[config.mk]
export PLATFORM = sky130hd
export DESIGN_NAME = irq_route_ctrl
export DESIGN_NICKNAME = d
export VERILOG_FILES = /design/src/rtl/irqc_pkg.sv /design/src/rtl/irqc_decode.sv /design/src/rtl/irqc_soft_bank.sv /design/src/rtl/irqc_sys_ctrl.sv /design/src/rtl/irqc_route.sv /design/src/rtl/irq_route_ctrl.sv
export SDC_FILE = /design/constraint.sdc
export NUM_CORES = 1
export LEC_CHECK = 0
export BUFFER_PORTS_ARGS = -buffer_cell sky130_fd_sc_hd__buf_2
export CAP_MARGIN = 30
export CELL_PAD_IN_SITES_DETAIL_PLACEMENT = 0
export CELL_PAD_IN_SITES_GLOBAL_PLACEMENT = 2
export CORE_ASPECT_RATIO = 0.5
export CORE_MARGIN = 2
export CORE_UTILIZATION = 33
export CTS_BUF_LIST = sky130_fd_sc_hd__clkbuf_4 sky130_fd_sc_hd__clkbuf_8 sky130_fd_sc_hd__clkbuf_16
export CTS_CLUSTER_DIAMETER = 150
export DETAILED_ROUTE_END_ITERATION = 16
export PLACE_DENSITY = 0.84
export SYNTH_ARGS = -nofsm -noshare
export SYNTH_HDL_FRONTEND = slang
export SYNTH_HIERARCHICAL = 1
export SYNTH_SLANG_ARGS = --single-unit
[constraint.sdc]
create_clock -name clk -period 4 [get_ports clk]
set_input_delay 0.6 -clock clk [delete_from_list [all_inputs] [get_ports clk]]
set_output_delay 0.6 -clock clk [all_outputs]
set_load 0.01 [all_outputs]
[src/rtl/irqc_pkg.sv]
package irqc_pkg;

    localparam int WORD_W       = 32;
    localparam int LVL_W        = 4;
    localparam int PAGE_BITS    = 12;
    localparam int SOFT_N       = 15;
    localparam int SOFT_LSB     = 17;
    localparam int MASK_ALL_BIT = 31;

    // Positions that carry a real device request
    localparam logic [WORD_W-1:0] SRC_VALID = 32'h707F_FFFF;

    // Per-processor page offsets
    localparam logic [PAGE_BITS-1:0] OFF_CPU_PEND = 12'h000;
    localparam logic [PAGE_BITS-1:0] OFF_CPU_CLR  = 12'h004;
    localparam logic [PAGE_BITS-1:0] OFF_CPU_SET  = 12'h008;

    // System page offsets
    localparam logic [PAGE_BITS-1:0] OFF_SYS_PEND = 12'h000;
    localparam logic [PAGE_BITS-1:0] OFF_SYS_MASK = 12'h004;
    localparam logic [PAGE_BITS-1:0] OFF_SYS_MSET = 12'h008;
    localparam logic [PAGE_BITS-1:0] OFF_SYS_MCLR = 12'h00C;
    localparam logic [PAGE_BITS-1:0] OFF_SYS_TGT  = 12'h010;

    typedef enum logic [2:0] {
        RD_NONE,
        RD_CPU_PEND,
        RD_SYS_PEND,
        RD_SYS_MASK,
        RD_SYS_TGT
    } rd_src_e;

    // Fixed priority of each device source position
    function automatic logic [LVL_W-1:0] src_level(input int unsigned b);
        logic [LVL_W-1:0] l;
        case (b)
            0, 7:        l = 4'd2;
            1, 8:        l = 4'd3;
            2, 9:        l = 4'd5;
            3, 10:       l = 4'd7;
            4, 11:       l = 4'd9;
            5, 12:       l = 4'd11;
            6, 13:       l = 4'd13;
            14, 15:      l = 4'd12;
            16:          l = 4'd6;
            17:          l = 4'd13;
            18:          l = 4'd4;
            19:          l = 4'd10;
            20:          l = 4'd8;
            21:          l = 4'd9;
            22:          l = 4'd11;
            28, 29, 30:  l = 4'd15;
            default:     l = 4'd0;
        endcase
        return l;
    endfunction

endpackage

[src/rtl/irqc_decode.sv]
module irqc_decode
    import irqc_pkg::*;
#(
    parameter int NCPU   = 4,
    parameter int ADDR_W = 15,
    parameter int CPU_W  = 2
) (
    input  logic              req,
    input  logic              we,
    input  logic [ADDR_W-1:0] addr,
    output logic [NCPU-1:0]   cpu_set_we,
    output logic [NCPU-1:0]   cpu_clr_we,
    output logic              msk_set_we,
    output logic              msk_clr_we,
    output logic              tgt_we,
    output rd_src_e           rd_src,
    output logic [CPU_W-1:0]  rd_cpu
);

    localparam int PG_W = ADDR_W - PAGE_BITS;

    logic [PG_W-1:0]      page;
    logic [PAGE_BITS-1:0] off;

    assign page = addr[ADDR_W-1:PAGE_BITS];
    assign off  = addr[PAGE_BITS-1:0];

    always_comb begin
        cpu_set_we = '0;
        cpu_clr_we = '0;
        msk_set_we = 1'b0;
        msk_clr_we = 1'b0;
        tgt_we     = 1'b0;
        rd_src     = RD_NONE;
        rd_cpu     = '0;
        if (req) begin
            for (int c = 0; c < NCPU; c++) begin
                if (int'(page) == c) begin
                    if (we) begin
                        if (off == OFF_CPU_SET) cpu_set_we[c] = 1'b1;
                        if (off == OFF_CPU_CLR) cpu_clr_we[c] = 1'b1;
                    end else if (off == OFF_CPU_PEND) begin
                        rd_src = RD_CPU_PEND;
                        rd_cpu = CPU_W'(c);
                    end
                end
            end
            if (int'(page) == NCPU) begin
                if (we) begin
                    msk_set_we = (off == OFF_SYS_MSET);
                    msk_clr_we = (off == OFF_SYS_MCLR);
                    tgt_we     = (off == OFF_SYS_TGT);
                end else begin
                    case (off)
                        OFF_SYS_PEND: rd_src = RD_SYS_PEND;
                        OFF_SYS_MASK: rd_src = RD_SYS_MASK;
                        OFF_SYS_TGT:  rd_src = RD_SYS_TGT;
                        default:      rd_src = RD_NONE;
                    endcase
                end
            end
        end
    end

endmodule

[src/rtl/irqc_soft_bank.sv]
module irqc_soft_bank
    import irqc_pkg::*;
#(
    parameter int NCPU = 4
) (
    input  logic                              clk,
    input  logic                              rst_n,
    input  logic [NCPU-1:0]                   set_we,
    input  logic [NCPU-1:0]                   clr_we,
    input  logic [SOFT_N-1:0]                 bits,
    output logic [NCPU-1:0][SOFT_N-1:0]       pend,
    output logic [NCPU-1:0][LVL_W-1:0]        level
);

    typedef struct packed {
        logic [NCPU-1:0][SOFT_N-1:0] flags;
    } soft_state_t;

    soft_state_t st_d, st_q;

    always_comb begin
        st_d = st_q;
        for (int c = 0; c < NCPU; c++) begin
            if (set_we[c]) st_d.flags[c] = st_q.flags[c] | bits;
            if (clr_we[c]) st_d.flags[c] = st_q.flags[c] & ~bits;
        end
    end

    always_ff @(posedge clk) begin
        if (!rst_n) st_q <= '0;
        else        st_q <= st_d;
    end

    assign pend = st_q.flags;

    for (genvar c = 0; c < NCPU; c++) begin : g_cpu
        always_comb begin
            level[c] = '0;
            for (int i = 0; i < SOFT_N; i++) begin
                if (st_q.flags[c][i]) level[c] = LVL_W'(i + 1);
            end
        end

        assert_soft_set_R2: assert property (@(posedge clk) disable iff (!rst_n)
            set_we[c] |=> ((pend[c] & $past(bits)) == $past(bits)));

        assert_soft_clr_R3: assert property (@(posedge clk) disable iff (!rst_n)
            clr_we[c] |=> ((pend[c] & $past(bits)) == '0));

        assert_soft_hold_R3: assert property (@(posedge clk) disable iff (!rst_n)
            (!set_we[c] && !clr_we[c]) |=> $stable(pend[c]));
    end

endmodule

[src/rtl/irqc_sys_ctrl.sv]
module irqc_sys_ctrl
    import irqc_pkg::*;
#(
    parameter int NCPU  = 4,
    parameter int CPU_W = 2
) (
    input  logic              clk,
    input  logic              rst_n,
    input  logic [WORD_W-1:0] dev_req,
    input  logic [WORD_W-1:0] wdata,
    input  logic              msk_set_we,
    input  logic              msk_clr_we,
    input  logic              tgt_we,
    output logic [WORD_W-1:0] mask,
    output logic [WORD_W-1:0] pend,
    output logic [CPU_W-1:0]  target,
    output logic [LVL_W-1:0]  sys_level
);

    typedef struct packed {
        logic [WORD_W-1:0] mask;
        logic [WORD_W-1:0] pend;
        logic [CPU_W-1:0]  tgt;
    } sys_state_t;

    sys_state_t st_d, st_q;

    always_comb begin
        st_d      = st_q;
        st_d.pend = dev_req & SRC_VALID;
        if (msk_set_we) st_d.mask = st_q.mask | wdata;
        if (msk_clr_we) st_d.mask = st_q.mask & ~wdata;
        if (tgt_we)     st_d.tgt  = wdata[CPU_W-1:0];
    end

    always_ff @(posedge clk) begin
        if (!rst_n) begin
            st_q.mask <= '1;
            st_q.pend <= '0;
            st_q.tgt  <= '0;
        end else begin
            st_q <= st_d;
        end
    end

    assign mask   = st_q.mask;
    assign pend   = st_q.pend;
    assign target = st_q.tgt;

    always_comb begin
        sys_level = '0;
        if (!st_q.mask[MASK_ALL_BIT]) begin
            for (int b = 0; b < WORD_W; b++) begin
                if (st_q.pend[b] && !st_q.mask[b] && (src_level(b) > sys_level))
                    sys_level = src_level(b);
            end
        end
    end

    assert_mask_set_R4: assert property (@(posedge clk) disable iff (!rst_n)
        msk_set_we |=> ((mask & $past(wdata)) == $past(wdata)));

    assert_mask_clr_R4: assert property (@(posedge clk) disable iff (!rst_n)
        msk_clr_we |=> ((mask & $past(wdata)) == '0));

    assert_mask_hold_R10: assert property (@(posedge clk) disable iff (!rst_n)
        (!msk_set_we && !msk_clr_we) |=> $stable(mask));

    assert_mask_all_R6: assert property (@(posedge clk) disable iff (!rst_n)
        mask[MASK_ALL_BIT] |-> (sys_level == '0));

    assert_tgt_hold_R8: assert property (@(posedge clk) disable iff (!rst_n)
        !tgt_we |=> $stable(target));

endmodule

[src/rtl/irqc_route.sv]
module irqc_route
    import irqc_pkg::*;
#(
    parameter int NCPU  = 4,
    parameter int CPU_W = 2
) (
    input  logic                        clk,
    input  logic                        rst_n,
    input  logic [NCPU-1:0][LVL_W-1:0]  soft_level,
    input  logic [LVL_W-1:0]            sys_level,
    input  logic [CPU_W-1:0]            target,
    output logic [NCPU-1:0][LVL_W-1:0]  level
);

    for (genvar c = 0; c < NCPU; c++) begin : g_cpu
        always_comb begin
            level[c] = soft_level[c];
            if ((int'(target) == c) && (sys_level > soft_level[c]))
                level[c] = sys_level;
        end

        assert_level_floor_R9: assert property (@(posedge clk) disable iff (!rst_n)
            (level[c] >= soft_level[c]));

        assert_untargeted_R8: assert property (@(posedge clk) disable iff (!rst_n)
            (int'(target) != c) |-> (level[c] == soft_level[c]));
    end

endmodule

[src/rtl/irq_route_ctrl.sv]
module irq_route_ctrl
    import irqc_pkg::*;
#(
    parameter  int NCPU   = 4,
    localparam int CPU_W  = (NCPU > 1) ? $clog2(NCPU) : 1,
    localparam int ADDR_W = $clog2((NCPU + 1) << PAGE_BITS)
) (
    input  logic                    clk,
    input  logic                    rst_n,
    input  logic                    bus_req,
    input  logic                    bus_we,
    input  logic [ADDR_W-1:0]       bus_addr,
    input  logic [WORD_W-1:0]       bus_wdata,
    output logic [WORD_W-1:0]       bus_rdata,
    input  logic [WORD_W-1:0]       dev_req,
    output logic [NCPU*LVL_W-1:0]   cpu_level
);

    logic [NCPU-1:0]              cpu_set_we, cpu_clr_we;
    logic                         msk_set_we, msk_clr_we, tgt_we;
    rd_src_e                      rd_src;
    logic [CPU_W-1:0]             rd_cpu;
    logic [NCPU-1:0][SOFT_N-1:0]  soft_pend;
    logic [NCPU-1:0][LVL_W-1:0]   soft_level;
    logic [NCPU-1:0][LVL_W-1:0]   level;
    logic [WORD_W-1:0]            sys_mask, sys_pend;
    logic [CPU_W-1:0]             sys_tgt;
    logic [LVL_W-1:0]             sys_level;

    irqc_decode #(.NCPU(NCPU), .ADDR_W(ADDR_W), .CPU_W(CPU_W)) u_decode (
        .req        (bus_req),
        .we         (bus_we),
        .addr       (bus_addr),
        .cpu_set_we (cpu_set_we),
        .cpu_clr_we (cpu_clr_we),
        .msk_set_we (msk_set_we),
        .msk_clr_we (msk_clr_we),
        .tgt_we     (tgt_we),
        .rd_src     (rd_src),
        .rd_cpu     (rd_cpu)
    );

    irqc_soft_bank #(.NCPU(NCPU)) u_soft (
        .clk    (clk),
        .rst_n  (rst_n),
        .set_we (cpu_set_we),
        .clr_we (cpu_clr_we),
        .bits   (bus_wdata[WORD_W-1:SOFT_LSB]),
        .pend   (soft_pend),
        .level  (soft_level)
    );

    irqc_sys_ctrl #(.NCPU(NCPU), .CPU_W(CPU_W)) u_sys (
        .clk        (clk),
        .rst_n      (rst_n),
        .dev_req    (dev_req),
        .wdata      (bus_wdata),
        .msk_set_we (msk_set_we),
        .msk_clr_we (msk_clr_we),
        .tgt_we     (tgt_we),
        .mask       (sys_mask),
        .pend       (sys_pend),
        .target     (sys_tgt),
        .sys_level  (sys_level)
    );

    irqc_route #(.NCPU(NCPU), .CPU_W(CPU_W)) u_route (
        .clk        (clk),
        .rst_n      (rst_n),
        .soft_level (soft_level),
        .sys_level  (sys_level),
        .target     (sys_tgt),
        .level      (level)
    );

    assign cpu_level = level;

    typedef struct packed {
        logic [WORD_W-1:0] rdata;
    } rd_state_t;

    rd_state_t rd_d, rd_q;

    always_comb begin
        rd_d.rdata = '0;
        case (rd_src)
            RD_CPU_PEND: rd_d.rdata = {soft_pend[rd_cpu], {SOFT_LSB{1'b0}}};
            RD_SYS_PEND: rd_d.rdata = sys_pend;
            RD_SYS_MASK: rd_d.rdata = sys_mask;
            RD_SYS_TGT:  rd_d.rdata = {{(WORD_W-CPU_W){1'b0}}, sys_tgt};
            default:     rd_d.rdata = '0;
        endcase
    end

    always_ff @(posedge clk) begin
        if (!rst_n) rd_q <= '0;
        else        rd_q <= rd_d;
    end

    assign bus_rdata = rd_q.rdata;

    assert_unmapped_read_R10: assert property (@(posedge clk) disable iff (!rst_n)
        (bus_req && !bus_we && (rd_src == RD_NONE)) |=> (bus_rdata == '0));

    assert_idle_rdata_R11: assert property (@(posedge clk) disable iff (!rst_n)
        !bus_req |=> (bus_rdata == '0));

endmodule

==> results of run 1 <==
-- path summary, 6_finish.rpt --
| check | from | end | cells past startpoint |
|---|---|---|---|
| max | u_sys/pend[8]$_SDFF_PN0_ | cpu_level[5] | 13 |
| min | dev_req[2] | u_sys/pend[2]$_SDFF_PN0_ | 2 |
| max reg2reg | flop | bus_rdata[23]$_SDFF_PN0_ | 3 |
| min reg2reg | u_sys/pend[7]$_SDFF_PN0_ | bus_rdata[7]$_SDFF_PN0_ | 2 |
-- area by class of cell --
| type | count | area [um^2] | area share, % |
|---|---|---|---|
| Tap cell | 336 | 420 | 4.17 |
| Multi-Input combinational cell | 768 | 4920 | 48.8 |
| Inverter | 26 | 97.6 | 0.969 |
| Timing Repair Buffer | 155 | 957 | 9.50 |
| Sequential cell | 152 | 3050 | 30.2 |
| Clock buffer | 17 | 425 | 4.22 |
| Clock inverter | 14 | 211 | 2.10 |
-- repair_timing --
action,CTS,global route
pin swaps,10,18
gates resized for setup,33,38
endpoints found under the setup margin,16,16
buffers inserted,4,5
-- power breakdown --
part	switching, mW	internal (mW)	total, mW
Combinational	0.0876	0.0571	0.145
Sequential	0.00798	1.53	1.54
Clock	0.715	1.06	1.78
Total	0.811	2.65	3.46
-- placed cells by master, fill, tap and decap left out, drive strengths merged, types with 5 or more instances in the layout --
cell type | netlist | layout
buf | 27 | 155
dfxtp | 152 | 152
nand2 | 147 | 147
nor2 | 129 | 129
a21oi | 115 | 115
mux2 | 63 | 63
and2 | 60 | 60
o21ai | 42 | 42
inv | 26 | 32
nor2b | 20 | 20
nand2b | 18 | 18
a22oi | 17 | 17
mux2i | 17 | 17
clkbuf | 34 | 17
ha | 16 | 16
nand3 | 14 | 14
nor4 | 12 | 12
nand4 | 10 | 10
conb | 1 | 6
nand3b | 6 | 6
a31oi | 6 | 6
nor3 | 6 | 6
nor4b | 5 | 5
o211ai | 5 | 5
o311ai | 5 | 5
a311o | 5 | 5
-- through the flow --
step                instance area [um^2]  hold WS, ns  power, mW
global route                       10100        0.365       3.56
floorplan                           8120        0.452       1.65
detailed placement                  9020        0.476       1.71
finish                             10100        0.372       3.46
global placement                    9000        0.483       1.71
CTS                                 9810        0.357       3.48
-- routing by layer --
metal | vias to the layer above | GRT usage [%]
met2 | 189 | 32.2
met4 | 0 | 5.83
li1 | 3691 | -
met5 | - | 0
met1 | 3563 | 28.0
met3 | 23 | 3.45
-- cells by family after synthesis --
family | share of synthesized area (%)
adder cells (fa/ha/maj) | 2.47
buffers and inverters | 5.13
other | 0.0463
multiplexers | 10.9
AO/OA/AOI/OAI | 16.4
flip-flops | 37.6
AND/OR/NAND/NOR | 27.6
==> impl_metrics.ini, run 1 <==
[worst_setup_path]
r2r_setup_slack_ns = 2.72
timing_worst_setup_path_type = flop to output pin
endpoint_kind = output pin
cp_slowest_cell = or4_4
cpLargestDelayFamily = compound AO/OA/AOI/OAI gates
crit_chain = nor2b_4, or4_4, a31oi_4, a311o_2, o311ai_4, o2bb2ai_4, buf_6, ha_4, nor2b_4, o211ai_1, a21oi_2, mux2_4, buf_6
cp_slowest_stage_delay_ns = 0.56
start_kind = flop
arrival_ns = 3.62
cp.required_ns = 3.40
path_buf_inv = 2
path_max_fanout = 6

[timing]
fmax_ghz = 0.237
tightest_slew_ns = 0.783
period_share_pct = 105
final_max_slew_viol_count = 0
finalHoldViolCount = 0
min_period_ns = 4.22
final.setup.tns_ns = -2.99
setup_slack_ns = -0.216
setup_viol = 16
rsz0062_at_grt = yes
fin_worst_skew_ns = 0.00459
relSlewSlack_pct = 47.6

[detailed_routing]
drc = 0
drtAntennaViolNets = 0
vias_per_cell = 5.09
dr.pass1.iters = 6
vias = 7466
dr.first_iter.drc_count = 531
met1_length_um = 12700
dr_wl_met3_um = 1080
wl_um = 25900
wl_met2_um = 11800
highest_layer = met4
wl_per_cell_um = 17.6

[cells_and_area]
syn_to_final_growth_pct = 24.4
antennaDiodeCount = 0
final_net_count = 1219
drive_above_1_share_pct = 26.9
utilization_pct = 41.9
final_cells = 1468
nFillCells = 2398

[die]
rows = 40
core_area_um2 = 24100
die-height_um = 115
dieArea_um2 = 25900
start_util_pct = 33.7
ioPinCount = 131
die_x_um = 226

[place]
place_inst = 1427
routabilityCongestion = 0.886
port_buffers = 124
dp_hpwl_um = 18400
place_ws_ns = 0.0471

[logic_synthesis]
async_flop_share_pct = 0
synth_top_flop_cell = dfxtp_1
synth.most_common_cell = dfxtp_1
synth_top_cells_by_area = dfxtp_1, mux2_2, a21oi_1
synth_cells = 1002
yosysTopAreaCellShare_pct = 37.6
syn_area_um2 = 8100
synth-edff-count = 0
synth_common_cells = dfxtp_1, nand2_1, nor2_1
syn_area_per_cell_um2 = 8.09
ys_types = 64
yosys_register_bits = 152
synth_top_area_cell = dfxtp_1
ys_seq_area_share_pct = 37.6
ys_warn_count = 6

[power_and_ir_drop]
power_density_nw_per_um2 = 343
ir_worst_vdd_mv = 0.305
p_leak_nw = 4.06

[outcome]
status = finished with violations
violations = setup timing

[clock_tree]
cts-htree-levels = 4
cts_tree = done
clock_sinks = 152
worstSkewPairLatency_ns = 0.43
clk_path_buf_depth = 2
cts_made_buffers = 17
path_clk_slew_ns = 0.07
cts_hold_buf = 0
cts-root-buf = clkbuf_16

[run]
cap_violations = 0

[global_routing]
track_usage_pct = 20.1
antenna_found_initial = 0
grt_max_degree = 78
overflow = 0
grt_pass1_wl_um = 40000
grt_pass1_vias = 7037

[min_path]
hold_class = input pin to flop
Note: power is estimated with default switching activity, not from simulation.
==> run 2, diff against run 1 <==
--- a/config.mk
+++ b/config.mk
@@ -15,7 +15,7 @@
 export CTS_BUF_LIST = sky130_fd_sc_hd__clkbuf_4 sky130_fd_sc_hd__clkbuf_8 sky130_fd_sc_hd__clkbuf_16
 export CTS_CLUSTER_DIAMETER = 150
 export DETAILED_ROUTE_END_ITERATION = 16
-export PLACE_DENSITY = 0.84
+export PLACE_DENSITY = 0.88
 export SYNTH_ARGS = -nofsm -noshare
 export SYNTH_HDL_FRONTEND = slang
 export SYNTH_HIERARCHICAL = 1
==> constraint.sdc (replaced) <==
create_clock -name clk -period 4 [get_ports clk]
set_input_delay 0.2 -clock clk [delete_from_list [all_inputs] [get_ports clk]]
set_output_delay 0.2 -clock clk [all_outputs]
set_load 0.01 [all_outputs]
==> impl_metrics.ini, run 2 (same netlist as run 1, synthesis figures left out) <==
[outcome]
status = complete, no violations

[detailed_routing]
dr.pass1.iters = 5
drtAntennaViolNets = 0
dr.first_iter.drc_count = 504
vias_per_cell = 5.13
drc = 0
vias = 7625
wl_um = 25600
wl_per_cell_um = 17.2

[global_routing]
grt_max_degree = 66
grt_pass1_vias = 7262
overflow = 0
grt_pass1_wl_um = 39800
antenna_found_initial = 1
track_usage_pct = 20.0

[cells_and_area]
regArea_um2 = 3040
nFillCells = 2442
drive_above_1_share_pct = 24.9
final_net_count = 1236
layout_common_cells = dfxtp_1, nand2_1, nor2_1, buf_2, a21oi_1
multi_input_area_um2 = 4810
final_common_cell = dfxtp_1
stdcell_area_um2 = 10000
syn_to_final_growth_pct = 23.5

[timing]
finalHoldViolCount = 0
setup_viol = 0
period_share_pct = 98.0
rsz0062_at_grt = yes
relSlewSlack_pct = 31.3
tightest_slew_ns = 1.03
min_period_ns = 3.92
fin_worst_skew_ns = 0.00974
fmax_ghz = 0.255
final_max_slew_viol_count = 0
setup_slack_ns = 0.0795

[place]
place_ws_ns = 0.259
dp_hpwl_um = 18300
routabilityCongestion = 0.890
place_area_um2 = 8980
port_buffers = 124

[clock_tree]
cts_made_buffers = 17
cts-htree-levels = 4
cts-root-buf = clkbuf_16
worstSkewPairLatency_ns = 0.44
cts_tree = done
path_clk_slew_ns = 0.06
clk_path_buf_depth = 2
clock_sinks = 152

[die]
die-height_um = 115
die_x_um = 226
rows = 40
start_util_pct = 33.7
dieArea_um2 = 25900
ioPinCount = 131
core_area_um2 = 24100

[power_and_ir_drop]
p_leak_nw = 4.05
power_density_nw_per_um2 = 328
ir_worst_vdd_mv = 0.298

[worst_setup_path]
timing_worst_setup_path_type = flop to output pin
endpoint_kind = output pin
path_max_fanout = 4
cp.required_ns = 3.80
start_kind = flop
arrival_ns = 3.72

[min_path]
hold_class = input pin to flop

[run]
cap_violations = 0
-- run 2: area by class of cell --
class	count	share of cell area, %
sequential	152	30.4
inverter	26	0.975
antenna	1	0.0250
tap	336	4.20
clock inverter	12	1.18
timing repair buffer	172	10.6
multi-input combinational	768	48.1
clock buffer	20	4.54
-- run 2: layer usage --
| metal | up-vias | global-route usage [%] | wire (um) |
|---|---|---|---|
| li1 | 3733 | - | - |
| met1 | 3657 | 27.2 | 12300 |
| met2 | 206 | 32.6 | 11700 |
| met3 | 29 | 3.30 | 1150 |
| met4 | 0 | 6.36 | 414 |
| met5 | - | 0 | 0 |
-- run 2: through the flow --
| step | hold slack [ns] | power, mW | utilization [%] | TNS, ns | std cells |
|---|---|---|---|---|---|
| 5_1_grt | 0.0580 | 3.40 | 41.6 | -0.0778 | 1487 |
| 4_1_cts | 0.00470 | 3.31 | 41.0 | 0 | 1480 |
| 3_3_place_gp | 0.409 | 1.71 | 37.0 | 0 | 1413 |
| 2_1_floorplan | 0.322 | 1.65 | - | 0 | 1007 |
| 6_report | 0.0660 | 3.28 | 41.6 | 0 | 1487 |
| 3_5_place_dp | 0.410 | 1.71 | 37.3 | 0 | 1420 |
-- run 2: final timing paths --
kind                                                from                        to  slack, ns  cells past startpoint
worst max register to register                      flop  bus_rdata[19]$_SDFF_PN0_       2.77                      3
worst min-delay path                        bus_wdata[7]                      flop       0.07                      3
worst min register to register  u_sys/pend[4]$_SDFF_PN0_   bus_rdata[4]$_SDFF_PN0_       0.49                      2
worst max-delay path            u_sys/pend[7]$_SDFF_PN0_              cpu_level[1]       0.08                     13
-- run 2: where the power goes --
part / switching (mW) / leakage (nW) / internal, mW / total (mW)
registers: 0.00792 / 1.23 / 1.53 / 1.54
logic: 0.0905 / 2.54 / 0.0733 / 0.164
clock network: 0.686 / 0.270 / 0.893 / 1.58
-- run 2: worst max-delay path: stages, from the launching register on --
cell and delay [ns]:
dfxtp_1 0.30, nor2b_1 0.14, or4_4 0.57, a31oi_4 0.17, a311o_2 0.23, o311ai_4 0.10, o2bb2ai_4 0.19, ha_4 0.30
nor2b_2 0.14, o211ai_2 0.11, a2111oi_4 0.34, buf_4 0.19, mux2_2 0.36, buf_2 0.14
-- run 2: what timing repair did --
action                                  CTS  global route
setup buffers                             3             5
endpoints found under the setup margin   16            16
hold buffers                             25             1
resized for setup                         5            18
hold endpoints to repair                 25             1
pin swaps                                 1             8
